$ cat src/rtl/dref_pkg.sv
package dref_pkg;

    typedef enum logic [1:0] {
        CTL_PAUSE,
        CTL_WAKE,
        CTL_IDLE,
        CTL_REF
    } ctl_state_e;

    typedef enum logic [2:0] {
        PH_IDLE,
        PH_SETUP,
        PH_HOLD,
        PH_LOW,
        PH_PRE
    } cbr_phase_e;

endpackage

$ cat src/rtl/dref_tick.sv
// Free-running divider: pulses tick_o once every LIMIT enabled cycles.
module dref_tick #(
    parameter int unsigned LIMIT = 4
) (
    input  logic clk_i,
    input  logic rst_ni,
    input  logic en_i,
    input  logic clr_i,
    output logic tick_o
);
    localparam int unsigned CW = (LIMIT > 1) ? $clog2(LIMIT) : 1;
    localparam logic [CW-1:0] LAST = CW'(LIMIT - 1);

    typedef struct packed {
        logic [CW-1:0] cnt;
    } tick_st_t;

    tick_st_t q, d;

    always_comb begin
        d      = q;
        tick_o = 1'b0;
        if (clr_i) begin
            d.cnt = '0;
        end else if (en_i) begin
            if (q.cnt == LAST) begin
                d.cnt  = '0;
                tick_o = 1'b1;
            end else begin
                d.cnt = q.cnt + 1'b1;
            end
        end
    end

    always_ff @(posedge clk_i or negedge rst_ni) begin
        if (!rst_ni) q <= '0;
        else         q <= d;
    end
endmodule

$ cat src/rtl/dref_cbr.sv
// One column-before-row refresh strobe cycle per start pulse.
module dref_cbr #(
    parameter int unsigned CSR_CYC     = 2,
    parameter int unsigned CHR_CYC     = 2,
    parameter int unsigned RAS_LOW_CYC = 8,
    parameter int unsigned RAS_PRE_CYC = 5
) (
    input  logic clk_i,
    input  logic rst_ni,
    input  logic start_i,
    output logic busy_o,
    output logic done_o,
    output logic ras_n_o,
    output logic cas_n_o
);
    import dref_pkg::*;

    localparam int unsigned LOW_REST = RAS_LOW_CYC - CHR_CYC;
    localparam int unsigned M1 = (CSR_CYC > CHR_CYC) ? CSR_CYC : CHR_CYC;
    localparam int unsigned M2 = (LOW_REST > RAS_PRE_CYC) ? LOW_REST : RAS_PRE_CYC;
    localparam int unsigned MAXV = (M1 > M2) ? M1 : M2;
    localparam int unsigned CW = $clog2(MAXV + 1);
    localparam logic [CW-1:0] LD_SETUP = CW'(CSR_CYC - 1);
    localparam logic [CW-1:0] LD_HOLD  = CW'(CHR_CYC - 1);
    localparam logic [CW-1:0] LD_LOW   = CW'(LOW_REST - 1);
    localparam logic [CW-1:0] LD_PRE   = CW'(RAS_PRE_CYC - 1);

    typedef struct packed {
        cbr_phase_e    phase;
        logic [CW-1:0] cnt;
    } cbr_st_t;

    cbr_st_t q, d;

    always_comb begin
        d      = q;
        done_o = 1'b0;
        unique case (q.phase)
            PH_IDLE: begin
                if (start_i) begin
                    d.phase = PH_SETUP;
                    d.cnt   = LD_SETUP;
                end
            end
            PH_SETUP: begin
                if (q.cnt == '0) begin
                    d.phase = PH_HOLD;
                    d.cnt   = LD_HOLD;
                end else begin
                    d.cnt = q.cnt - 1'b1;
                end
            end
            PH_HOLD: begin
                if (q.cnt == '0) begin
                    d.phase = PH_LOW;
                    d.cnt   = LD_LOW;
                end else begin
                    d.cnt = q.cnt - 1'b1;
                end
            end
            PH_LOW: begin
                if (q.cnt == '0) begin
                    d.phase = PH_PRE;
                    d.cnt   = LD_PRE;
                end else begin
                    d.cnt = q.cnt - 1'b1;
                end
            end
            PH_PRE: begin
                if (q.cnt == '0) begin
                    d.phase = PH_IDLE;
                    done_o  = 1'b1;
                end else begin
                    d.cnt = q.cnt - 1'b1;
                end
            end
            default: d.phase = PH_IDLE;
        endcase
    end

    always_ff @(posedge clk_i or negedge rst_ni) begin
        if (!rst_ni) begin
            q.phase <= PH_IDLE;
            q.cnt   <= '0;
        end else begin
            q <= d;
        end
    end

    assign busy_o  = (q.phase != PH_IDLE);
    assign ras_n_o = !((q.phase == PH_HOLD) || (q.phase == PH_LOW));
    assign cas_n_o = !((q.phase == PH_SETUP) || (q.phase == PH_HOLD));
endmodule

$ cat src/rtl/dref_pending.sv
// Saturating count of owed refreshes with a sticky overdue flag.
module dref_pending #(
    parameter int unsigned PEND_W     = 3,
    parameter int unsigned OVERDUE_TH = 3
) (
    input  logic clk_i,
    input  logic rst_ni,
    input  logic inc_i,
    input  logic dec_i,
    input  logic clr_i,
    output logic nonzero_o,
    output logic overdue_o
);
    localparam logic [PEND_W-1:0] FULL = {PEND_W{1'b1}};
    localparam logic [PEND_W-1:0] TH   = PEND_W'(OVERDUE_TH);

    typedef struct packed {
        logic [PEND_W-1:0] cnt;
        logic              ovd;
    } pend_st_t;

    pend_st_t q, d;

    always_comb begin
        d = q;
        if (clr_i) begin
            d.cnt = '0;
            d.ovd = 1'b0;
        end else begin
            if (inc_i && !dec_i && (q.cnt != FULL)) d.cnt = q.cnt + 1'b1;
            if (dec_i && !inc_i && (q.cnt != '0))   d.cnt = q.cnt - 1'b1;
            d.ovd = q.ovd | (q.cnt > TH);
        end
    end

    always_ff @(posedge clk_i or negedge rst_ni) begin
        if (!rst_ni) q <= '0;
        else         q <= d;
    end

    assign nonzero_o = (q.cnt != '0);
    assign overdue_o = q.ovd;
endmodule

$ cat src/rtl/dref_seq.sv
module dref_seq #(
    parameter int unsigned PAUSE_CYC        = 25000,
    parameter int unsigned WAKE_CNT         = 8,
    parameter int unsigned REF_INTERVAL_CYC = 1950,
    parameter int unsigned CSR_CYC          = 2,
    parameter int unsigned CHR_CYC          = 2,
    parameter int unsigned RAS_LOW_CYC      = 8,
    parameter int unsigned RAS_PRE_CYC      = 5,
    parameter int unsigned PEND_W           = 3,
    parameter int unsigned OVERDUE_TH       = 3
) (
    input  logic clk_i,
    input  logic rst_ni,
    input  logic acc_req_i,
    output logic acc_gnt_o,
    output logic ready_o,
    output logic overdue_o,
    output logic ref_active_o,
    output logic ras_n_o,
    output logic cas_n_o
);
    import dref_pkg::*;

    localparam int unsigned WCW = (WAKE_CNT > 1) ? $clog2(WAKE_CNT) : 1;
    localparam logic [WCW-1:0] WAKE_LAST = WCW'(WAKE_CNT - 1);

    typedef struct packed {
        ctl_state_e     state;
        logic [WCW-1:0] wake_cnt;
        logic           ready;
        logic           gnt;
    } ctl_st_t;

    ctl_st_t q, d;

    logic pause_tick, ivl_tick;
    logic seq_start, seq_busy, seq_done;
    logic pend_clr, pend_dec, pend_nz, pend_ovd;

    dref_tick #(.LIMIT(PAUSE_CYC)) i_pause (
        .clk_i  (clk_i),
        .rst_ni (rst_ni),
        .en_i   (q.state == CTL_PAUSE),
        .clr_i  (1'b0),
        .tick_o (pause_tick)
    );

    dref_tick #(.LIMIT(REF_INTERVAL_CYC)) i_interval (
        .clk_i  (clk_i),
        .rst_ni (rst_ni),
        .en_i   (q.ready),
        .clr_i  (pend_clr),
        .tick_o (ivl_tick)
    );

    dref_pending #(.PEND_W(PEND_W), .OVERDUE_TH(OVERDUE_TH)) i_pending (
        .clk_i     (clk_i),
        .rst_ni    (rst_ni),
        .inc_i     (ivl_tick),
        .dec_i     (pend_dec),
        .clr_i     (pend_clr),
        .nonzero_o (pend_nz),
        .overdue_o (pend_ovd)
    );

    dref_cbr #(
        .CSR_CYC     (CSR_CYC),
        .CHR_CYC     (CHR_CYC),
        .RAS_LOW_CYC (RAS_LOW_CYC),
        .RAS_PRE_CYC (RAS_PRE_CYC)
    ) i_cbr (
        .clk_i   (clk_i),
        .rst_ni  (rst_ni),
        .start_i (seq_start),
        .busy_o  (seq_busy),
        .done_o  (seq_done),
        .ras_n_o (ras_n_o),
        .cas_n_o (cas_n_o)
    );

    always_comb begin
        d         = q;
        seq_start = 1'b0;
        pend_clr  = 1'b0;
        pend_dec  = 1'b0;
        unique case (q.state)
            CTL_PAUSE: begin
                if (pause_tick) d.state = CTL_WAKE;
            end
            CTL_WAKE: begin
                seq_start = !seq_busy;
                if (seq_done) begin
                    if (q.wake_cnt == WAKE_LAST) begin
                        d.state    = CTL_IDLE;
                        d.ready    = 1'b1;
                        d.wake_cnt = '0;
                    end else begin
                        d.wake_cnt = q.wake_cnt + 1'b1;
                    end
                end
            end
            CTL_IDLE: begin
                if (q.gnt) begin
                    if (!acc_req_i) d.gnt = 1'b0;
                end else if (pend_ovd) begin
                    d.state  = CTL_WAKE;
                    d.ready  = 1'b0;
                    pend_clr = 1'b1;
                end else if (pend_nz) begin
                    d.state = CTL_REF;
                end else if (acc_req_i) begin
                    d.gnt = 1'b1;
                end
            end
            CTL_REF: begin
                seq_start = !seq_busy;
                if (seq_done) begin
                    pend_dec = 1'b1;
                    d.state  = CTL_IDLE;
                end
            end
            default: d.state = CTL_PAUSE;
        endcase
    end

    always_ff @(posedge clk_i or negedge rst_ni) begin
        if (!rst_ni) begin
            q.state    <= CTL_PAUSE;
            q.wake_cnt <= '0;
            q.ready    <= 1'b0;
            q.gnt      <= 1'b0;
        end else begin
            q <= d;
        end
    end

    assign acc_gnt_o    = q.gnt;
    assign ready_o      = q.ready;
    assign overdue_o    = pend_ovd;
    assign ref_active_o = seq_busy;
endmodule

$ cat config.mk
export PLATFORM = sky130hd
export DESIGN_NAME = dref_seq
export DESIGN_NICKNAME = d
export VERILOG_FILES = /design/src/rtl/dref_pkg.sv /design/src/rtl/dref_tick.sv /design/src/rtl/dref_cbr.sv /design/src/rtl/dref_pending.sv /design/src/rtl/dref_seq.sv
export SDC_FILE = /design/constraint.sdc
export NUM_CORES = 1
export LEC_CHECK = 0
export CAP_MARGIN = 20
export CORE_ASPECT_RATIO = 1.75
export CORE_MARGIN = 2
export CORE_UTILIZATION = 66
export CTS_CLUSTER_DIAMETER = 120
export DETAILED_ROUTE_END_ITERATION = 8
export DONT_BUFFER_PORTS = 1
export GPL_ROUTABILITY_DRIVEN = 0
export GPL_TIMING_DRIVEN = 0
export HOLD_SLACK_MARGIN = 0.02
export PLACE_DENSITY = 0.82
export SLEW_MARGIN = 20
export SYNTH_ARGS = -nofsm -noshare
export SYNTH_HDL_FRONTEND = slang
export SYNTH_SLANG_ARGS = --single-unit
$ cat constraint.sdc
create_clock -name clk_i -period 7.4 [get_ports clk_i]
set_clock_uncertainty 0.2 [all_clocks]
set_input_delay 1.48 -clock clk_i [delete_from_list [all_inputs] [get_ports clk_i]]
set_output_delay 1.48 -clock clk_i [all_outputs]
set_load 0.01 [all_outputs]
==> metrics.cfg <==
[outcome]
status = complete, no violations

[floorplanning]
initial_core_util_pct = 69.03
dieArea_um2 = 4323
die_y_um = 85.50
ioPinCount = 9
die_w_um = 50.57
rows = 29
core_region_area_um2 = 3628

[detailed_routing]
viasPerCell = 6.258
vias = 1990
remaining_drc_errors = 0
wl_per_cell_um = 15.79
wirelength_um = 5022
ant_nets = 0
dr.pass1.iters = 7
drtIter0Drc = 57

[placement]
postPlaceCellArea_um2 = 2562
hpwl_um = 3465
port_buffers = 0

[final_layout]
fillers = 279
register_area_um2 = 1076
nNetsFinal = 283
syn2layout_area_growth_pct = 6.993
antenna_cells = 0
final_cell_mix = 43 x dfrtp_1, 29 x nand2_1, 19 x nor2_1
layout_commonest_cell = dfrtp_1
fin_area_um2 = 2680
drive_gt1_share_pct = 10.29
multiInputGateArea_um2 = 1315

[grt]
grt_pass1_wl_um = 8597
first_global_vias = 1971
grt_overflow = 0
antenna_found_initial = 0
busiest_layer = met2
grt_util_met1_pct = 30.96
grt_util_met2_pct = 44.50
grt_max_degree = 44
grtUsageTotal_pct = 25.79
use_met3_pct = 5.052

[cts]
root_buffer = clkbuf_8
insertion_delay_ps = 300
cts_sinks = 43
cts_setup_buffers = 0
post_cts_resize_count = 0
hold_buffers = 0
cts_tree = yes
cts_buffer_depth = 2
clk_pin_slew_ps = 80
h-tree-depth = 2
cts_buffers = 5

[sta]
rsz0062_at_grt = no
period_share_pct = 40.94
max-slew-margin-rel_pct = 61.70
hold_viol_final = 0
worst_pin_slew_ps = 570.6
fmax_mhz = 330.0
setup_tns_ps = 0
slew_viol_final = 0
period_needed_ps = 3030
setup_violations = 0

[power]
p_leak_uw = 0.001202
ir_worst_vdd_mv = 0.1511
powerDensity_nw_per_um2 = 159.8

[logic_synthesis]
syn-cell-area_um2 = 2505
synth-seq-cells = 43
synth_warnings = 0
synthCells = 264
syn_area_per_cell_um2 = 9.488
yosysSeqAreaShare_pct = 42.96
synth_nets = 276
yosysUniqueCellTypes = 47

[critical_path]
worstSetupEndpointType = output pin
crit_fanout = 10
crit_arrival_ps = 1350
critPathLaunchType = register
worstPathRequired_ps = 5720
path_class = reg2out

[hold_path]
hold_class = reg2reg

[flow_run]
maxCapViolCount = 0

synthesized netlist by cell type, drive strengths merged:
master    n  area, um^2
dfrtp    43        1076
nand2    29       108.9
nor2     19       71.32
o21ai    17       88.83
inv      15       56.30
a21oi    12       60.06
xor2     12       105.1
nand4    10       62.56
ha        9       112.6
buf       7       42.54
nand3     7       35.03
nor3      7       35.03
xnor2     7       61.31
mux2i     6       60.06
or3       6       37.54
and2      5       31.28
and4      5       43.79
and4bb    5       62.56
o211ai    5       37.54
clkbuf    4       15.01
mux2      3       33.78
a2111oi   2       17.52
a21o      2       15.01
a31o      2       17.52
and3      2       12.51
nand4bb   2       38.79
nor3b     2       15.01
nor4bb    2       20.02
o2111ai   2       17.52
o22ai     2       12.51
or2       2       12.51
a211oi    1       7.510
a221oi    1       8.760
a311oi    1       8.760
nand2b    1       6.260
nor4      1       6.260
nor4b     1       8.760
o21bai    1       7.510
o221a     1       11.26
o22a      1       8.760
o31ai     1       7.510
or4       1       7.510
area by class of cell:
| class | count | area share, % |
|---|---|---|
| multi-input combinational | 195 | 49.07 |
| sequential | 43 | 40.15 |
| tap | 46 | 2.148 |
| buffer | 11 | 2.148 |
| clock buffer | 6 | 3.081 |
| clock inverter | 2 | 1.307 |
| inverter | 15 | 2.101 |
critical path, stage by stage, from the launching register on:
cell and delay [ps]:
dfrtp_1 390, clkbuf_1 210, nor2_1 300, nand2_1 160
where the power goes:
group          switching (uW)  internal (uW)
Clock                    84.3            109
Sequential                  0            235
Combinational               0       0.000155
Total                    84.3            344
sequential cells by signal (all words and copies together), names as in the netlist:
signal	cells
i_interval.q	11
i_pending.q	3
q	5
i_cbr.q	6
ready_o	1
acc_gnt_o	1
i_pending.overdue_o	1
i_pause.q	15
layer usage:
layer | vias up | wire [um]
met1 | 966 | 2088
met4 | 0 | 118
li1 | 968 | -
met5 | - | 0
met3 | 15 | 160
met2 | 41 | 2655
path summary, 6_finish.rpt:
path                                   start             end  slack [ps]  cells after the start
worst max-delay path              i_cbr.q[3]    ref_active_o        4370                      3
worst min-delay path            i_pause.q[6]    i_pause.q[6]         300                      1
worst max register to register    i_cbr.q[0]  i_pending.q[3]        4620                     12
worst min register to register  i_pause.q[6]    i_pause.q[6]         300                      1
max in group asynchronous             rst_ni   i_pause.q[10]        6240                      0
min in group asynchronous             rst_ni  i_pending.q[1]         660                      0
cells by family (layout without fill, tap and decap cells):
logic type	count (synthesis)	after routing	synth area share [%]
AOI/OAI and AO/OA	51	51	13.04
xor gates and xnor gates	19	19	6.643
adders and majority gates	9	9	4.496
buffers and inverters	26	34	4.545
DFF	43	43	42.96
muxes	9	9	3.746
and+or+nand+nor	107	107	24.58
per-stage QoR:
step           hold slack, ps  util (%)  worst slack, ps  std cells  total power [uW]
6_report                297.9     73.86             4370        318             428.4
5_1_grt                 321.8     73.86             4246        318             438.2
4_1_cts                 304.8     73.86             4364        318             431.5
3_5_place_dp            285.5     70.62             4657        310             239.5
3_3_place_gp            281.5     70.62             4664        310             239.5
2_1_floorplan           252.9         -             4849        264             239.5
Note: power is estimated with default switching activity, not from simulation.
